==> src/rtl/aser_pkg.sv <==
package aser_pkg;
  localparam int SAMPLES = 16;
  typedef enum logic [1:0] {RX_IDLE, RX_START, RX_BITS} rx_state_e;
endpackage

==> src/rtl/aser_baud.sv <==
module aser_baud #(
  parameter int DIVW = 13
) (
  input  logic            clk,
  input  logic            rst_n,
  input  logic [DIVW-1:0] div,
  output logic            tick
);
  logic [DIVW-1:0] cnt_q, cnt_d;

  always_comb begin
    tick  = (div != '0) && (cnt_q >= div - DIVW'(1));
    cnt_d = (div == '0 || tick) ? '0 : cnt_q + DIVW'(1);
  end

  always_ff @(posedge clk or negedge rst_n)
    if (!rst_n) cnt_q <= '0;
    else        cnt_q <= cnt_d;

  // ticks are spaced by the divisor, never back to back when it exceeds one
  assert_tick_gap_R2: assert property (@(posedge clk) disable iff (!rst_n)
    (tick && div > DIVW'(1)) |=> (!tick || div != $past(div)));
endmodule

==> src/rtl/aser_tx.sv <==
module aser_tx #(
  parameter int DW = 9
) (
  input  logic          clk,
  input  logic          rst_n,
  input  logic          tick,
  input  logic          tx_en,
  input  logic          nine,
  input  logic          par_en,
  input  logic          par_odd,
  input  logic          wr,
  input  logic [DW-1:0] wdata,
  output logic          hold_empty,
  output logic          txd
);
  localparam int FW = DW + 3;
  localparam int CW = $clog2(FW + 1);

  logic [DW-1:0] hold_q, hold_d;
  logic          full_q, full_d;
  logic [FW-1:0] sh_q, sh_d, fr;
  logic [CW-1:0] left_q, left_d, nd;
  logic [3:0]    sub_q, sub_d;
  logic          busy_q, busy_d, line_q, line_d, load, pbit;
  logic [DW-1:0] dm;

  always_comb begin
    hold_d = hold_q; full_d = full_q; sh_d = sh_q; left_d = left_q;
    sub_d = sub_q; busy_d = busy_q; line_d = line_q;
    nd   = nine ? CW'(DW) : CW'(DW - 1);
    dm   = nine ? hold_q : {1'b0, hold_q[DW-2:0]};
    pbit = (^dm) ^ par_odd;
    fr   = '1;
    fr[0] = 1'b0;
    for (int i = 0; i < DW; i++)
      if (CW'(i) < nd) fr[i+1] = dm[i];
    if (par_en) fr[nd + CW'(1)] = pbit;
    load = tick && tx_en && !busy_q && full_q;
    if (wr && !full_q) begin
      hold_d = wdata;
      full_d = 1'b1;
    end
    if (load) begin
      full_d = 1'b0;
      sh_d   = fr;
      left_d = nd + CW'(2) + CW'(par_en);
      sub_d  = '0;
      busy_d = 1'b1;
      line_d = 1'b0;
    end else if (busy_q && tick) begin
      sub_d = sub_q + 4'd1;
      if (sub_q == 4'd15) begin
        if (left_q == CW'(1)) begin
          busy_d = 1'b0;
          line_d = 1'b1;
        end else begin
          sh_d   = {1'b1, sh_q[FW-1:1]};
          line_d = sh_q[1];
          left_d = left_q - CW'(1);
        end
      end
    end
  end

  always_ff @(posedge clk or negedge rst_n)
    if (!rst_n) begin
      hold_q <= '0; full_q <= 1'b0; sh_q <= '1; left_q <= '0;
      sub_q <= '0; busy_q <= 1'b0; line_q <= 1'b1;
    end else begin
      hold_q <= hold_d; full_q <= full_d; sh_q <= sh_d; left_q <= left_d;
      sub_q <= sub_d; busy_q <= busy_d; line_q <= line_d;
    end

  assign hold_empty = !full_q;
  assign txd        = line_q;

  assert_idle_mark_R1: assert property (@(posedge clk) disable iff (!rst_n)
    !busy_q |-> line_q);
  assert_hold_fill_R8: assert property (@(posedge clk) disable iff (!rst_n)
    $fell(hold_empty) |-> $past(wr));
  assert_start_enabled_R9: assert property (@(posedge clk) disable iff (!rst_n)
    $rose(busy_q) |-> $past(tx_en));
endmodule

==> src/rtl/aser_rx.sv <==
module aser_rx
  import aser_pkg::*;
#(
  parameter int DW = 9
) (
  input  logic          clk,
  input  logic          rst_n,
  input  logic          tick,
  input  logic          rx_en,
  input  logic          nine,
  input  logic          par_en,
  input  logic          par_odd,
  input  logic          wake_addr,
  input  logic          sleep_req,
  input  logic          rd,
  input  logic          rxd,
  output logic [DW-1:0] data,
  output logic          full,
  output logic          noise,
  output logic          ferr,
  output logic          perr,
  output logic          ovr,
  output logic          asleep
);
  localparam int BW  = DW + 2;
  localparam int CW  = $clog2(BW + 1);
  localparam int IW  = $clog2(SAMPLES * (DW + 2) + 1);
  localparam int SBW = $clog2(SAMPLES);

  rx_state_e      st_q, st_d;
  logic           s1_q, s2_q;
  logic [SBW-1:0] smp_q, smp_d;
  logic [CW-1:0]  bit_q, bit_d, nd, nb;
  logic           s7_q, s7_d, s8_q, s8_d, noisy_q, noisy_d;
  logic [BW-1:0]  buf_q, buf_d;
  logic [IW-1:0]  idle_q, idle_d, lim;
  logic           sl_q, sl_d;
  logic [DW-1:0]  data_q, data_d, data_w;
  logic           full_q, full_d, noise_q, noise_d, ferr_q, ferr_d;
  logic           perr_q, perr_d, ovr_q, ovr_d;
  logic           line, vote, dis, done, deliver, msb, pe_w;

  assign line = s2_q;

  always_comb begin
    st_d = st_q; smp_d = smp_q; bit_d = bit_q; s7_d = s7_q; s8_d = s8_q;
    noisy_d = noisy_q; buf_d = buf_q; idle_d = idle_q; sl_d = sl_q;
    data_d = data_q; full_d = full_q; noise_d = noise_q; ferr_d = ferr_q;
    perr_d = perr_q; ovr_d = ovr_q;
    done   = 1'b0;
    nd     = nine ? CW'(DW) : CW'(DW - 1);
    nb     = nd + CW'(par_en) + CW'(1);
    lim    = nine ? IW'(SAMPLES * (DW + 2)) : IW'(SAMPLES * (DW + 1));
    vote   = (s7_q & s8_q) | (s7_q & line) | (s8_q & line);
    dis    = !((s7_q == s8_q) && (s8_q == line));
    data_w = nine ? buf_q[DW-1:0] : {1'b0, buf_q[DW-2:0]};
    msb    = nine ? buf_q[DW-1] : buf_q[DW-2];
    pe_w   = par_en && (((^data_w) ^ buf_q[nd]) != par_odd);
    if (!rx_en) st_d = RX_IDLE;
    else if (tick) begin
      case (st_q)
        RX_IDLE: if (!line) begin
          st_d = RX_START; smp_d = SBW'(2); noisy_d = 1'b0;
        end
        RX_START: begin
          smp_d = smp_q + SBW'(1);
          if (line && (smp_q == SBW'(3) || smp_q == SBW'(5) || smp_q == SBW'(7)))
            st_d = RX_IDLE;
          else if (smp_q == '0) begin
            st_d = RX_BITS; smp_d = SBW'(1); bit_d = '0;
          end
        end
        RX_BITS: begin
          smp_d = smp_q + SBW'(1);
          if (smp_q == SBW'(7)) s7_d = line;
          if (smp_q == SBW'(8)) s8_d = line;
          if (smp_q == SBW'(9)) begin
            noisy_d = noisy_q | dis;
            buf_d[bit_q] = vote;
            if (bit_q == nb - CW'(1)) begin
              done = 1'b1; st_d = RX_IDLE;
            end else bit_d = bit_q + CW'(1);
          end
        end
        default: st_d = RX_IDLE;
      endcase
    end
    deliver = done && (!sl_q || (wake_addr && msb));
    if (rd) begin
      full_d = 1'b0; noise_d = 1'b0; ferr_d = 1'b0; perr_d = 1'b0; ovr_d = 1'b0;
    end
    if (deliver) begin
      sl_d = 1'b0;
      if (full_q && !rd) ovr_d = 1'b1;
      else begin
        data_d = data_w; full_d = 1'b1; noise_d = noisy_q | dis;
        ferr_d = !vote; perr_d = pe_w;
      end
    end
    if (sleep_req) begin
      sl_d = 1'b1; idle_d = '0;
    end else if (sl_q && !wake_addr && rx_en && tick) begin
      if (st_q == RX_IDLE && line) begin
        idle_d = idle_q + IW'(1);
        if (idle_q + IW'(1) == lim) sl_d = 1'b0;
      end else idle_d = '0;
    end
  end

  always_ff @(posedge clk or negedge rst_n)
    if (!rst_n) begin
      s1_q <= 1'b1; s2_q <= 1'b1; st_q <= RX_IDLE; smp_q <= '0; bit_q <= '0;
      s7_q <= 1'b1; s8_q <= 1'b1; noisy_q <= 1'b0; buf_q <= '0; idle_q <= '0;
      sl_q <= 1'b0; data_q <= '0; full_q <= 1'b0; noise_q <= 1'b0;
      ferr_q <= 1'b0; perr_q <= 1'b0; ovr_q <= 1'b0;
    end else begin
      s1_q <= rxd; s2_q <= s1_q; st_q <= st_d; smp_q <= smp_d; bit_q <= bit_d;
      s7_q <= s7_d; s8_q <= s8_d; noisy_q <= noisy_d; buf_q <= buf_d;
      idle_q <= idle_d; sl_q <= sl_d; data_q <= data_d; full_q <= full_d;
      noise_q <= noise_d; ferr_q <= ferr_d; perr_q <= perr_d; ovr_q <= ovr_d;
    end

  assign data = data_q;   assign full = full_q;   assign noise = noise_q;
  assign ferr = ferr_q;   assign perr = perr_q;   assign ovr = ovr_q;
  assign asleep = sl_q;

  assert_start_abort_R5: assert property (@(posedge clk) disable iff (!rst_n)
    (st_q == RX_START && rx_en && tick && line && smp_q == SBW'(3)) |=> st_q == RX_IDLE);
  assert_overrun_when_full_R7: assert property (@(posedge clk) disable iff (!rst_n)
    $rose(ovr_q) |-> $past(full_q));
  assert_no_delivery_asleep_R10: assert property (@(posedge clk) disable iff (!rst_n)
    $rose(full_q) |-> $past(!sl_q || wake_addr));
  assert_flags_clear_on_read_R12: assert property (@(posedge clk) disable iff (!rst_n)
    $fell(ovr_q) |-> $past(rd));
endmodule

==> src/rtl/aser_top.sv <==
module aser_top (
  input  logic        clk,
  input  logic        rst_n,
  input  logic [12:0] baud_div,
  input  logic        nine_bit,
  input  logic        par_en,
  input  logic        par_odd,
  input  logic        tx_en,
  input  logic        rx_en,
  input  logic        wake_addr,
  input  logic        sleep_req,
  input  logic        tx_wr,
  input  logic [8:0]  tx_data,
  output logic        tx_hold_empty,
  output logic        txd,
  input  logic        rxd,
  input  logic        rx_rd,
  output logic [8:0]  rx_data,
  output logic        rx_full,
  output logic        rx_noise,
  output logic        rx_frame_err,
  output logic        rx_par_err,
  output logic        rx_overrun,
  output logic        rx_asleep
);
  localparam int DW = 9;
  logic tick;

  aser_baud #(.DIVW(13)) u_baud (.clk(clk), .rst_n(rst_n), .div(baud_div), .tick(tick));

  aser_tx #(.DW(DW)) u_tx (
    .clk(clk), .rst_n(rst_n), .tick(tick), .tx_en(tx_en), .nine(nine_bit),
    .par_en(par_en), .par_odd(par_odd), .wr(tx_wr), .wdata(tx_data),
    .hold_empty(tx_hold_empty), .txd(txd));

  aser_rx #(.DW(DW)) u_rx (
    .clk(clk), .rst_n(rst_n), .tick(tick), .rx_en(rx_en), .nine(nine_bit),
    .par_en(par_en), .par_odd(par_odd), .wake_addr(wake_addr),
    .sleep_req(sleep_req), .rd(rx_rd), .rxd(rxd), .data(rx_data),
    .full(rx_full), .noise(rx_noise), .ferr(rx_frame_err), .perr(rx_par_err),
    .ovr(rx_overrun), .asleep(rx_asleep));
endmodule

==> config.mk <==
export PLATFORM = sky130hd
export DESIGN_NAME = aser_top
export DESIGN_NICKNAME = d
export VERILOG_FILES = /design/src/rtl/aser_pkg.sv /design/src/rtl/aser_baud.sv /design/src/rtl/aser_tx.sv /design/src/rtl/aser_rx.sv /design/src/rtl/aser_top.sv
export SDC_FILE = /design/constraint.sdc
export NUM_CORES = 1
export LEC_CHECK = 0
export ABC_AREA = 1
export BUFFER_PORTS_ARGS = -buffer_cell sky130_fd_sc_hd__buf_2
export CELL_PAD_IN_SITES_DETAIL_PLACEMENT = 1
export CELL_PAD_IN_SITES_GLOBAL_PLACEMENT = 1
export CORE_ASPECT_RATIO = 1.75
export CORE_UTILIZATION = 45
export DETAILED_ROUTE_END_ITERATION = 8
export PLACE_DENSITY = 0.87
export SLEW_MARGIN = 20
export SYNTH_ARGS = -nofsm -noshare
export SYNTH_HDL_FRONTEND = slang
export SYNTH_SLANG_ARGS = --single-unit
==> constraint.sdc <==
create_clock -name clk -period 2.75 [get_ports clk]
set_clock_uncertainty 0.2 [all_clocks]
set_input_delay 0.275 -clock clk [delete_from_list [all_inputs] [get_ports clk]]
set_output_delay 0.275 -clock clk [all_outputs]
set_load 0.05 [all_outputs]
After elaboration in Yosys (flattened, before gate mapping) --
Index checks and enable logic that the tools add are counted.
Word-level totals: flip-flop bits (word level) 94, bits in latches 0, RAM bits 0, bits in read-only memories 0, bits of input ports 34, output and inout bits 17, logic and storage cells 233, memories kept 0
Cells by class: $add $sub $neg 13, $mul 0, div/mod/pow operators 0, order comparisons 15, eq/ne operators 25, shift-type cells 0, muxes and demuxes 92, bitwise operators 9, reductions and logical operators 54
Operator list (count):
- 12-bit 2-to-1 mux | 5
- 4-bit 2-to-1 mux | 13
- 1-bit 2-to-1 mux | 51
- 8-bit 2-to-1 mux | 3
- 4-bit by 1-bit adder with 4-bit output (second input constant) | 5
- 1-bit logical AND | 18
- 9-bit 2-to-1 mux | 2
- 9-bit parity | 2
- 3-bit by 4-bit less-than comparator with 1-bit output (first input constant) | 4
- 4-bit AND reduction | 4
- 4-bit by 5-bit less-than comparator with 1-bit output (second input constant) | 3
- 2-bit 2-to-1 mux | 7
- 2-bit nonzero test | 7
- 13-bit by 1-bit adder with 13-bit output (second input constant) | 1
- 13-bit greater-or-equal comparator | 1
- 13-bit zero test | 1
- 13-bit 2-to-1 mux | 1
- 13-bit nonzero test | 1
- 13-bit by 1-bit subtractor with 13-bit output (second input constant) | 1
- 12-bit bitwise mux | 1
- 4-bit == test (second input constant) | 3
- 4-bit one-hot mux with 3 select lines | 1
- 11-bit bitwise mux | 1
- 5-bit AND reduction | 2
- other kinds (40) | 70

Longest topological paths before layout --
Gate-level depths: netlist (run 1).
depth in word-level cells 16, mapped depth 20, depth with buffers taken out 20

Modules after synthesis --
Synthesis (run 1) repeated with hierarchy kept, for this count alone.
Second synthesis, totals: cells, all modules 732, area total of the unflattened synthesis 5671.7 sq um
By module, submodules not included:
- aser_rx | times used 1, cells each 377, area each 2890.3 sq um, seq. area each 1206.2 sq um
- aser_tx | times used 1, cells each 190, area each 1579.0 sq um, seq. area each 764.5 sq um
- aser_baud | times used 1, cells each 165, area each 1202.4 sq um, seq. area each 325.3 sq um

Least setup slack after synthesis (run 1) --
No wires, ideal clock.
path kind input -> register, from input baud_div[0], to register u_rx.ferr_q, in the netlist u_rx.ferr, setup time 120 ps, data arrival time 2505 ps, data required time 2430 ps, setup slack -75 ps, stages on the path 18, buffers on the path 1, path through inv_1 ha_1 nand2_1 nor3_1 nand3_1 xor2_1 ha_1 nand2_1 nor2_4 nand3_2 and2_4 nand3_2 nand2_2 nor2_4 nand3_4 buf_2 nand3_1 nand2_1
Between the ends: cells in the longest elaborated chain, start to end 7, elaborated cells on any way between the ends 8, classes of those cells 1 x add/sub; 1 x order compare; 3 x mux; 3 x reduce/logical
Ends and longest elaborated chain:
- start: declaration | line aser_top.sv:4 | input logic [12:0] baud_div,
- 13-bit by 1-bit subtractor with 13-bit output | line aser_baud.sv:12 | tick = (div != '0) && (cnt_q >= div - DIVW'(1));
- 13-bit greater-or-equal comparator | line aser_baud.sv:12
- 1-bit logical AND (*) | line aser_baud.sv:12
- 1-bit 2-to-1 mux (*) | line aser_rx.sv:60 | else if (tick) begin
- 1-bit 2-to-1 mux (*) | line aser_rx.sv:59 | if (!rx_en) st_d = RX_IDLE;
- 1-bit logical AND (*) | line aser_rx.sv:88 | deliver = done && (!sl_q || (wake_addr && msb));
- 1-bit 2-to-1 mux (*) | line aser_rx.sv:92 | if (deliver) begin
- via u_rx.ferr_d | line aser_rx.sv:39 | logic full_q, full_d, noise_q, noise_d, ferr_q, ferr_d;
- end signal: assignment | line aser_rx.sv:120 | noise_q <= noise_d; ferr_q <= ferr_d; perr_q <= perr_d; ovr_q <= ovr_d;
- end: declaration | line aser_rx.sv:39
The timed path passes the listed nets; every way through them passes the cells marked *. A chain may end at the register's enable or synchronous reset.

Worst setup path after layout (run 1) --
from input baud_div[2], to register u_rx.s8_q
Between the ends: cells in the longest elaborated chain, start to end 4, elaborated cells on any way between the ends 5, classes of those cells 1 x add/sub; 1 x order compare; 3 x reduce/logical
Ends and longest elaborated chain:
- 13-bit by 1-bit subtractor with 13-bit output | line aser_baud.sv:12
- 13-bit greater-or-equal comparator | line aser_baud.sv:12
- 1-bit logical AND (*) | line aser_baud.sv:12
- 4-bit AND reduction (no line) (*)
- end signal: assignment | line aser_rx.sv:113 | s7_q <= 1'b1; s8_q <= 1'b1; noisy_q <= 1'b0; buf_q <= '0; idle_q <= '0;
- end signal: assignment | line aser_rx.sv:118 | s7_q <= s7_d; s8_q <= s8_d; noisy_q <= noisy_d; buf_q <= buf_d;
- end: declaration | line aser_rx.sv:34 | logic s7_q, s7_d, s8_q, s8_d, noisy_q, noisy_d;
Mark *: on every way between the ends. The rest lies on a longest branch, timed or not.

==> results of run 1 <==
kinds of logic (layout without fill, tap and decap cells):
kind of cell / count (synthesis) / count (layout)
compound gates: 60 / 60
fa+ha+maj: 34 / 34
buf+inv: 93 / 199
xor+xnor: 39 / 39
flops: 91 / 91
other cells: 0 / 1
mux: 10 / 10
simple gates: 390 / 391
report_power, final:
group	internal, uW	leakage [uW]	switching (uW)
clock	717	0.000140	616
combinational	647	0.00229	978
sequential	1610	0.00116	328
total	2970	0.00359	1920
layout make-up:
class                           instances  share of cell area [%]
Clock inverter                          6                   0.991
Multi-Input combinational cell        534                    45.8
Inverter                               78                    4.21
Sequential cell                        91                    31.9
Timing Repair Buffer                  105                    11.1
Antenna cell                            1                  0.0348
Clock buffer                           10                    3.18
Tap cell                              165                    2.87
flip-flops by register name, summed over array words and instances (netlist names), 2 cells and up:
register / flops
u_rx.st_q: 2
u_rx.smp_q: 4
u_tx.sub_q: 4
u_rx.buf_q: 10
u_rx.bit_q: 4
u_tx.left_q: 4
u_tx.sh_q: 10
u_rx.idle_q: 8
u_tx.hold_q: 9
u_baud.cnt_q: 13
u_rx.data: 9
what timing repair did:
item	4_1_cts	5_1_grt
endpoints found under the setup margin	10	78
setup buffers	0	2
pin swaps	1	35
hold buffers	13	0
hold endpoints to repair	68	0
resized for setup	10	90
gates cloned	1	0
synthesized netlist by cell type, drive strengths merged (12+ instances only):
master | count | area [sq um]
ha | 34 | 425
xnor2 | 16 | 140
nand4 | 12 | 96.3
o21ai | 32 | 160
a21oi | 19 | 95.1
xor2 | 23 | 201
inv | 76 | 285
dfrtp | 76 | 1900
buf | 14 | 83.8
nor3 | 15 | 75.1
nor2 | 60 | 277
dfstp | 15 | 394
nand3 | 74 | 408
nand2 | 212 | 811
how the worst min path moves through the flow:
stage	from	endpoint	slack [ns]	cells past startpoint
final	sleep_req	u_rx.idle_q[4]	0.1	4
after global routing	rx_en	u_rx.st_q[0]	0.1	3
after CTS	sleep_req	u_rx.idle_q[2]	0.09	4
after detailed placement	rst_n	u_rx.perr	-0.03	1
after global placement	rst_n	u_rx.ferr	-0.03	1
after floorplan	rst_n	u_baud.cnt_q[0]	-0.22	0
per-stage QoR:
stage / utilization [%] / setup TNS, ns / cell area [sq um]
floorplan: - / 0 / 5670
global placement: 52.7 / -8.91 / 6390
detailed placement: 52.7 / -21.53 / 6390
CTS: 56.6 / 0 / 6870
global route: 59.3 / -4.68 / 7200
finish: 59.3 / -0.0696 / 7200
metal layers:
layer	vias to the layer above	routed length, um	track usage [%]
met5	-	0	0
met3	98	679	3.95
li1	2529	-	-
met1	2815	6960	28.8
met2	191	12000	58.9
met4	0	1300	19.5
worst reg2reg max path, cell delays in order, from the launching register on:
cell and delay, ns:
sky130_fd_sc_hd__dfrtp_1 0.43, sky130_fd_sc_hd__ha_1 0.35, sky130_fd_sc_hd__nand2_1 0.11, sky130_fd_sc_hd__nor2_1 0.17
sky130_fd_sc_hd__nand2_1 0.09, sky130_fd_sc_hd__nand3_1 0.17, sky130_fd_sc_hd__nand2_4 0.10, sky130_fd_sc_hd__nand3_4 0.12
sky130_fd_sc_hd__nand2_4 0.08, sky130_fd_sc_hd__nor2_4 0.19, sky130_fd_sc_hd__buf_6 0.16, sky130_fd_sc_hd__nand2_1 0.09
sky130_fd_sc_hd__o21ai_0 0.28
==> report_table.html, run 1 <==
<table>
<tr><th>Metric</th><th>Value</th></tr>
<tr><th colspan="2">Run</th></tr>
<tr><td>Number of max-capacitance violations reported</td><td>0</td></tr>
<tr><th colspan="2">Global route</th></tr>
<tr><td>Via count of the first global-routing pass</td><td>just over 6000</td></tr>
<tr><td>Global-route usage over all layers</td><td>roughly 30%</td></tr>
<tr><td>Sum of overflow across all layers after global routing</td><td>0</td></tr>
<tr><td>Wire length of the first global-routing pass</td><td>between 30000 and 40000 um</td></tr>
<tr><td>Largest net degree at the start of global routing</td><td>45</td></tr>
<tr><td>Number of antenna violations at the first check in global routing</td><td>0</td></tr>
<tr><th colspan="2">Timing</th></tr>
<tr><td>Setup repair after global routing missed its margin</td><td>true</td></tr>
<tr><td>Relative slew margins</td><td>58.4%</td></tr>
<tr><td>Setup slack after layout</td><td>-0.0368 ns</td></tr>
<tr><td>Number of failing setup endpoints in the final timing report</td><td>3</td></tr>
<tr><td>Number of slew-limit violations in the final report</td><td>0</td></tr>
<tr><td>Actual slew at the worst max-slew pin</td><td>between 0.6 and 0.7 ns</td></tr>
<tr><td>Minimum clock period after layout</td><td>~2.8 ns</td></tr>
<tr><td>Fmax</td><td>around 360 MHz</td></tr>
<tr><td>Final hold violations</td><td>0</td></tr>
<tr><td>Final worst path period share</td><td>101%</td></tr>
<tr><td>Worst hold margin</td><td>0.0997 ns</td></tr>
<tr><th colspan="2">Clocking</th></tr>
<tr><td>Total CTS buffers</td><td>9</td></tr>
<tr><td>Number of clock sinks seen by CTS</td><td>between 90 and 100</td></tr>
<tr><td>Clock network latency to the later pin of the worst-skew pair</td><td>0.36 ns</td></tr>
<tr><td>Register clock-pin slew on the reported worst setup and hold paths</td><td>around 0.08 ns</td></tr>
<tr><td># H-tree levels</td><td>3</td></tr>
<tr><td>CTS root buffer</td><td>sky130_fd_sc_hd__clkbuf_16</td></tr>
<tr><td>Number of buffers between clock root and the deepest sink</td><td>2</td></tr>
<tr><td>TritonCTS clock tree</td><td>built</td></tr>
<tr><th colspan="2">Critical path</th></tr>
<tr><td>Number of buffers and inverters on the critical path</td><td>3</td></tr>
<tr><td>Largest delay contributor family on the critical path</td><td>simple AND/OR/NAND/NOR gates</td></tr>
<tr><td>Maximum fanout encountered on the critical timing path</td><td>4</td></tr>
<tr><td>Most Frequent Cell on Critical Path</td><td>sky130_fd_sc_hd__nor2_4</td></tr>
<tr><td>Critical-path cell with the highest stage delay</td><td>sky130_fd_sc_hd__ha_1</td></tr>
<tr><td>R2r worst-path depth</td><td>12</td></tr>
<tr><td>Worst setup path endpoint</td><td>u_rx.s8_q</td></tr>
<tr><td>Crit Path Category</td><td>in -&gt; reg</td></tr>
<tr><td>Beginning of the critical path</td><td>baud_div[2]</td></tr>
<tr><td>Crit path capture type</td><td>register</td></tr>
<tr><td>Endpoint of the worst-slack reg-to-reg timing path</td><td>u_rx.s8_q</td></tr>
<tr><td>Worst Path Arrival</td><td>about 2.8 ns</td></tr>
<tr><td>Setup slack on the worst flop-to-flop path</td><td>0.13 ns</td></tr>
<tr><td>WP data required</td><td>roughly 2.8 ns</td></tr>
<tr><td>Reg2reg start</td><td>u_baud.cnt_q[4]</td></tr>
<tr><td>Largest stage delay on the critical path</td><td>0.29 ns</td></tr>
<tr><td>Cell count along the critical path</td><td>19</td></tr>
<tr><td>Startpoint type of the worst setup path</td><td>input pin</td></tr>
<tr><td>Sequence of cells on the critical path</td><td>buf_8, nor2_4, nand2_2, nor2_2, nand3_2, buf_6, nor2_4, xnor2_2, ha_1, nand2_2, nor2_4, nand3_2, and2_4, nand3_4, nand2_4, nor2_4, buf_6, nand2_1, o21ai_0</td></tr>
<tr><th colspan="2">Floorplanning</th></tr>
<tr><td>Height of the die</td><td>150 um</td></tr>
<tr><td>Core Region</td><td>12100 sq um</td></tr>
<tr><td>Placement row count</td><td>53</td></tr>
<tr><td>Starting density of the core</td><td>46.7%</td></tr>
<tr><td>I/O Pins</td><td>51</td></tr>
<tr><td>Die outline area</td><td>13100 sq um</td></tr>
<tr><td>Width of the chip</td><td>86.8 um</td></tr>
<tr><th colspan="2">Cells and area</th></tr>
<tr><td>Share of post-route cells with drive strength above 1</td><td>a little over a quarter</td></tr>
<tr><td>Commonest non-fill, non-tap cell in the layout</td><td>sky130_fd_sc_hd__nand2_1</td></tr>
<tr><td>Area overhead of the layout relative to synthesis</td><td>27.1%</td></tr>
<tr><td>Sequential Area</td><td>roughly 2300 sq um</td></tr>
<tr><td>Area of the multi-input gates</td><td>between 3000 and 4000 sq um</td></tr>
<tr><td>Final instance count without filler cells</td><td>990</td></tr>
<tr><td>Most frequent cells in the layout</td><td>sky130_fd_sc_hd__nand2_1, sky130_fd_sc_hd__dfrtp_1, sky130_fd_sc_hd__inv_1</td></tr>
<tr><td>Net count, final</td><td>between 800 and 900</td></tr>
<tr><td>Number of fill cells in the layout</td><td>approximately 1500</td></tr>
<tr><th colspan="2">Power</th></tr>
<tr><td>Static Leak</td><td>0.00359 uW</td></tr>
<tr><td>PD cells</td><td>680 nW/um^2</td></tr>
<tr><td>Largest vdd supply drop</td><td>between 0.4 and 0.5 mV</td></tr>
<tr><td>Overall Power</td><td>4890 uW</td></tr>
<tr><th colspan="2">Detailed routing</th></tr>
<tr><td>Total Wirelength</td><td>20900 um</td></tr>
<tr><td>Detailed router's first-iteration violation count</td><td>288</td></tr>
<tr><td>Number of nets still failing antenna checks after routing</td><td>0</td></tr>
<tr><td>Vias per cell</td><td>5.69</td></tr>
<tr><td>Average wire per standard cell</td><td>between 20 and 25 um</td></tr>
<tr><td>Vias after detailed routing</td><td>approximately 5600</td></tr>
<tr><td>Total DRC errors in the routed layout</td><td>0</td></tr>
<tr><td>Router iterations before antenna repair</td><td>4</td></tr>
<tr><th colspan="2">Synthesis</th></tr>
<tr><td>Warnings, synthesis</td><td>0</td></tr>
<tr><td>Post-synth ARST share</td><td>100%</td></tr>
<tr><td>Number of unique standard cell types used by synthesis</td><td>40</td></tr>
<tr><td>Simple-gate portion of the synthesized area</td><td>approximately a third</td></tr>
<tr><td>Synth Instances</td><td>approximately 700</td></tr>
<tr><td>Compound-Gate Fraction of Synth Area</td><td>5.70%</td></tr>
<tr><td>Number of nets in the synthesized netlist</td><td>between 700 and 800</td></tr>
<tr><td>Sequential fraction of the synthesis area</td><td>between 40% and 50%</td></tr>
<tr><td>Synth Area in Adders</td><td>~7.5%</td></tr>
<tr><td>Count of state elements after synthesis</td><td>91</td></tr>
<tr><td>Largest family of logic cells by synthesized area</td><td>simple AND/OR/NAND/NOR gates</td></tr>
<tr><td>Synth Area in XOR/XNOR</td><td>around 6.0%</td></tr>
<tr><td>Synth Area per Inst</td><td>7.90 sq um</td></tr>
<tr><td>Netlist area before placement</td><td>around 5700 sq um</td></tr>
<tr><td>Share of synthesized area spent on multiplexers</td><td>approximately 2.0%</td></tr>
<tr><td>Post-synth EDFFs</td><td>0</td></tr>
<tr><td>Dominant register cell in the synthesized netlist</td><td>sky130_fd_sc_hd__dfrtp_1</td></tr>
<tr><th colspan="2">Place</th></tr>
<tr><td>Last weighted congestion value of the routability-driven placer</td><td>around 0.9</td></tr>
<tr><td>HPWL Detailed</td><td>roughly 13000 um</td></tr>
<tr><td>Worst Setup Slack post-DPL</td><td>-0.425 ns</td></tr>
<tr><td>Number of buffers added on ports</td><td>50</td></tr>
<tr><td>Number of placed instances with taps included</td><td>approximately 960</td></tr>
<tr><th colspan="2">Min path</th></tr>
<tr><td>Class of the worst hold path</td><td>in -&gt; reg</td></tr>
<tr><th colspan="2">Status</th></tr>
<tr><td>Violations in the final reports</td><td>negative setup slack</td></tr>
<tr><td>Status</td><td>finished with violations</td></tr>
</table>
Note: power is estimated with default switching activity, not from simulation.
==> run 2: changes to the inputs <==
BUFFER_PORTS_ARGS = default   (was -buffer_cell sky130_fd_sc_hd__buf_2)
DONT_BUFFER_PORTS = 1   (was default)
PLACE_DENSITY = 0.82   (was 0.87)
==> run 2 against run 1 <==
Against the previous run: the run now ends clean; register-to-register slack gained 0.22 ns; first-iteration DRC count is 39% lower; die area unchanged; sequential cell count unchanged; worst hold slack got worse by 0.091 ns; cell area is 6.8% lower; global-route usage is 3.8 points lower.
==> report_table.html, run 2 (synthesis gave the netlist of run 1 again) <==
<table>
<tr><th>Metric</th><th>Value</th></tr>
<tr><th colspan="2">Floorplanning</th></tr>
<tr><td>Placement row count</td><td>53</td></tr>
<tr><td>I/O Pins</td><td>a little over 50</td></tr>
<tr><td>Starting density of the core</td><td>around 47%</td></tr>
<tr><td>Die outline area</td><td>13100 sq um</td></tr>
<tr><td>Height of the die</td><td>between 150 and 200 um</td></tr>
<tr><td>Width of the chip</td><td>86.8 um</td></tr>
<tr><td>Core Region</td><td>12100 sq um</td></tr>
<tr><th colspan="2">Power</th></tr>
<tr><td>Overall Power</td><td>4600 uW</td></tr>
<tr><td>Static Leak</td><td>0.00329 uW</td></tr>
<tr><td>PD cells</td><td>a little under 700 nW/um^2</td></tr>
<tr><td>Largest vdd supply drop</td><td>~0.47 mV</td></tr>
<tr><th colspan="2">Place</th></tr>
<tr><td>Number of placed instances with taps included</td><td>~900</td></tr>
<tr><td>Last weighted congestion value of the routability-driven placer</td><td>~0.86</td></tr>
<tr><td>Number of buffers added on ports</td><td>0</td></tr>
<tr><td>HPWL Detailed</td><td>~12000 um</td></tr>
<tr><td>Placed cell area</td><td>between 6000 and 7000 sq um</td></tr>
<tr><th colspan="2">Cells and area</th></tr>
<tr><td>Most frequent cells in the layout</td><td>sky130_fd_sc_hd__nand2_1, sky130_fd_sc_hd__dfrtp_1, sky130_fd_sc_hd__inv_1</td></tr>
<tr><td>Final instance count without filler cells</td><td>between 900 and 1000</td></tr>
<tr><td>Flip-flop count of the largest register after layout</td><td>13</td></tr>
<tr><td>Area overhead of the layout relative to synthesis</td><td>18.5%</td></tr>
<tr><td>Net count, final</td><td>around 830</td></tr>
<tr><td>Sequential Area</td><td>~2300 sq um</td></tr>
<tr><td>Area of the multi-input gates</td><td>about 3100 sq um</td></tr>
<tr><td>Commonest non-fill, non-tap cell in the layout</td><td>sky130_fd_sc_hd__nand2_1</td></tr>
<tr><td>Share of post-route cells with drive strength above 1</td><td>between 15 and 20%</td></tr>
<tr><td>Non-Filler Cell Area, Final</td><td>around 6700 sq um</td></tr>
<tr><td>Largest regs</td><td>u_baud.cnt_q x13, u_rx.buf_q x10, u_tx.sh_q x10</td></tr>
<tr><td>Number of fill cells in the layout</td><td>roughly 1500</td></tr>
<tr><td>Register containing the most flip-flops in the final layout</td><td>u_baud.cnt_q</td></tr>
<tr><td>Final Core Density</td><td>a little under three fifths</td></tr>
<tr><th colspan="2">Timing</th></tr>
<tr><td>Actual slew at the worst max-slew pin</td><td>between 0.7 and 0.8 ns</td></tr>
<tr><td>Number of slew-limit violations in the final report</td><td>0</td></tr>
<tr><td>Relative slew margins</td><td>between 50% and 60%</td></tr>
<tr><td>Minimum clock period after layout</td><td>2.64 ns</td></tr>
<tr><td>Fmax</td><td>between 300 and 400 MHz</td></tr>
<tr><td>Setup repair after global routing missed its margin</td><td>false</td></tr>
<tr><td>Worst hold margin</td><td>approximately 0.0090 ns</td></tr>
<tr><td>Number of failing setup endpoints in the final timing report</td><td>0</td></tr>
<tr><td>Final worst path period share</td><td>a little under 100%</td></tr>
<tr><td>Final hold violations</td><td>0</td></tr>
<tr><th colspan="2">Critical path</th></tr>
<tr><td>Crit path capture type</td><td>register</td></tr>
<tr><td>Largest stage delay on the critical path</td><td>0.30 ns</td></tr>
<tr><td>Worst Path Arrival</td><td>about 2.7 ns</td></tr>
<tr><td>Startpoint type of the worst setup path</td><td>input pin</td></tr>
<tr><td>Most Frequent Cell on Critical Path</td><td>sky130_fd_sc_hd__nand2_1</td></tr>
<tr><td>Reg2reg start</td><td>u_baud.cnt_q[4]</td></tr>
<tr><td>Number of buffers and inverters on the critical path</td><td>4</td></tr>
<tr><td>Crit Path Category</td><td>in -&gt; reg</td></tr>
<tr><td>Maximum fanout encountered on the critical timing path</td><td>8</td></tr>
<tr><td>R2r worst-path depth</td><td>14</td></tr>
<tr><td>Critical-path cell with the highest stage delay</td><td>sky130_fd_sc_hd__ha_1</td></tr>
<tr><td>Sequence of cells on the critical path</td><td>clkinvlp_4, ha_4, nand2_2, nor3_2, nand3_1, xor2_1, ha_1, nand2_1, nor2_4, nand2_1, clkinv_1, nand2_2, inv_2, nor2_4, nor2_8, nand4_4, buf_12, nand2_1, nand2_1, nor2_1</td></tr>
<tr><td>WP data required</td><td>approximately 2.8 ns</td></tr>
<tr><td>Endpoint of the worst-slack reg-to-reg timing path</td><td>u_tx.sh_q[9]</td></tr>
<tr><td>Largest delay contributor family on the critical path</td><td>simple AND/OR/NAND/NOR gates</td></tr>
<tr><td>Setup slack on the worst flop-to-flop path</td><td>between 0.3 and 0.4 ns</td></tr>
<tr><th colspan="2">Global route</th></tr>
<tr><td>Largest net degree at the start of global routing</td><td>a little over 90</td></tr>
<tr><td>Wire length of the first global-routing pass</td><td>approximately 26000 um</td></tr>
<tr><td>Met2 track demand over resource in global routing</td><td>about 52%</td></tr>
<tr><td>Met1 demand-to-capacity share in global routing</td><td>25.8%</td></tr>
<tr><td>Via count of the first global-routing pass</td><td>between 5000 and 6000</td></tr>
<tr><td>Most heavily used metal layer in global routing</td><td>met2</td></tr>
<tr><td>GRT met3 Usage</td><td>roughly 4.4%</td></tr>
<tr><td>Sum of overflow across all layers after global routing</td><td>0</td></tr>
<tr><td>Global-route usage over all layers</td><td>approximately a quarter</td></tr>
<tr><td>Number of antenna violations at the first check in global routing</td><td>1</td></tr>
<tr><th colspan="2">Min path</th></tr>
<tr><td>Class of the worst hold path</td><td>in -&gt; reg</td></tr>
<tr><td>Worst-case hold path end point</td><td>u_rx.idle_q[6]</td></tr>
<tr><td>Beginning of the worst hold path</td><td>rx_en</td></tr>
<tr><td>Cells on Worst Hold Path</td><td>3</td></tr>
<tr><th colspan="2">Clocking</th></tr>
<tr><td>Clock network latency to the later pin of the worst-skew pair</td><td>approximately 0.35 ns</td></tr>
<tr><td>Total CTS buffers</td><td>9</td></tr>
<tr><td># H-tree levels</td><td>3</td></tr>
<tr><td>Number of clock sinks seen by CTS</td><td>a little over 90</td></tr>
<tr><td>TritonCTS clock tree</td><td>built</td></tr>
<tr><td>Number of buffers between clock root and the deepest sink</td><td>2</td></tr>
<tr><td>Register clock-pin slew on the reported worst setup and hold paths</td><td>0.08 ns</td></tr>
<tr><td>CTS root buffer</td><td>sky130_fd_sc_hd__clkbuf_16</td></tr>
<tr><th colspan="2">Detailed routing</th></tr>
<tr><td>Total DRC errors in the routed layout</td><td>0</td></tr>
<tr><td>Vias per cell</td><td>5.38</td></tr>
<tr><td>Router iterations before antenna repair</td><td>4</td></tr>
<tr><td>Total Wirelength</td><td>~16000 um</td></tr>
<tr><td>Average wire per standard cell</td><td>17.5 um</td></tr>
<tr><td>Detailed router's first-iteration violation count</td><td>roughly 180</td></tr>
<tr><td>Number of nets still failing antenna checks after routing</td><td>0</td></tr>
<tr><td>Vias after detailed routing</td><td>5039</td></tr>
<tr><th colspan="2">Status</th></tr>
<tr><td>Status</td><td>finished, final reports clean</td></tr>
<tr><th colspan="2">Run</th></tr>
<tr><td>Number of max-capacitance violations reported</td><td>0</td></tr>
</table>
[run 2: cell types whose count changed in the layout (fill, tap and decap cells not counted), moves of 6 or more]
cell / delta
sky130_fd_sc_hd__nand2_1: +20
sky130_fd_sc_hd__nand2_2: -13
sky130_fd_sc_hd__nand2_4: -6
sky130_fd_sc_hd__buf_6: -8
sky130_fd_sc_hd__nor2_1: +6
sky130_fd_sc_hd__buf_2: -46
[run 2: layout make-up]
type                            count  area share [%]
Tap cell                          165            3.08
Timing Repair Buffer               53            7.74
Antenna cell                        1          0.0373
Clock buffer                       10            3.41
Inverter                           78            4.51
Sequential cell                    91            34.2
Clock inverter                      6            1.08
Multi-Input combinational cell    533            45.9
[run 2: worst register-to-register path: stages, from the launching register on]
cell and delay [ns]:
sky130_fd_sc_hd__dfrtp_1 0.42, sky130_fd_sc_hd__ha_1 0.34, sky130_fd_sc_hd__nand2_1 0.08, sky130_fd_sc_hd__nor2_1 0.12
sky130_fd_sc_hd__nand2_1 0.06, sky130_fd_sc_hd__nand3_1 0.10, sky130_fd_sc_hd__nand2_2 0.08, sky130_fd_sc_hd__inv_2 0.07
sky130_fd_sc_hd__nor2_4 0.05, sky130_fd_sc_hd__nor2_8 0.21, sky130_fd_sc_hd__nand4_4 0.19, sky130_fd_sc_hd__buf_12 0.19
sky130_fd_sc_hd__nand2_1 0.07, sky130_fd_sc_hd__nand2_1 0.06, sky130_fd_sc_hd__nor2_1 0.10
[run 2: per-stage QoR]
stage,worst slack (ns),setup TNS (ns)
finish,0.109,0
global route,0.00558,0
CTS,0.0186,0
detailed placement,-0.308,-14.09
global placement,-0.152,-3.34
floorplan,0.00258,0
[run 2: repair_timing]
action | 4_1_cts | 5_1_grt
endpoints found under the hold margin | 120 | 0
setup endpoints to repair | 0 | 45
hold buffers | 18 | 0
setup buffers | 0 | 5
gates resized for setup | 0 | 31
[run 2: report_power, final]
group          internal (uW)  total (uW)  switching, uW
clock                    715        1280            561
combinational            592        1420            831
sequential              1610        1900            295
total                   2920        4600           1690
[run 2: worst max-delay path by stage]
stage / startpoint / to / slack [ns] / depth (start not counted)
final: baud_div[0] / u_tx.sh_q[9] / 0.11 / 20
after global routing: baud_div[1] / u_tx.sub_q[3] / 0.006 / 21
after CTS: baud_div[0] / u_rx.asleep / 0.02 / 17
after detailed placement: baud_div[0] / u_tx.left_q[2] / -0.31 / 16
after global placement: baud_div[0] / u_rx.full / -0.15 / 17
after floorplan: baud_div[0] / u_rx.ferr / 0.003 / 18
[run 2: routing by layer]
metal | up-vias | part of all wire (%) | wire length [um]
met5 | - | 0 | 0
met4 | 0 | 3.1 | 514
met3 | 35 | 2.6 | 434
met2 | 95 | 59 | 9610
met1 | 2502 | 36 | 5850
li1 | 2407 | - | -
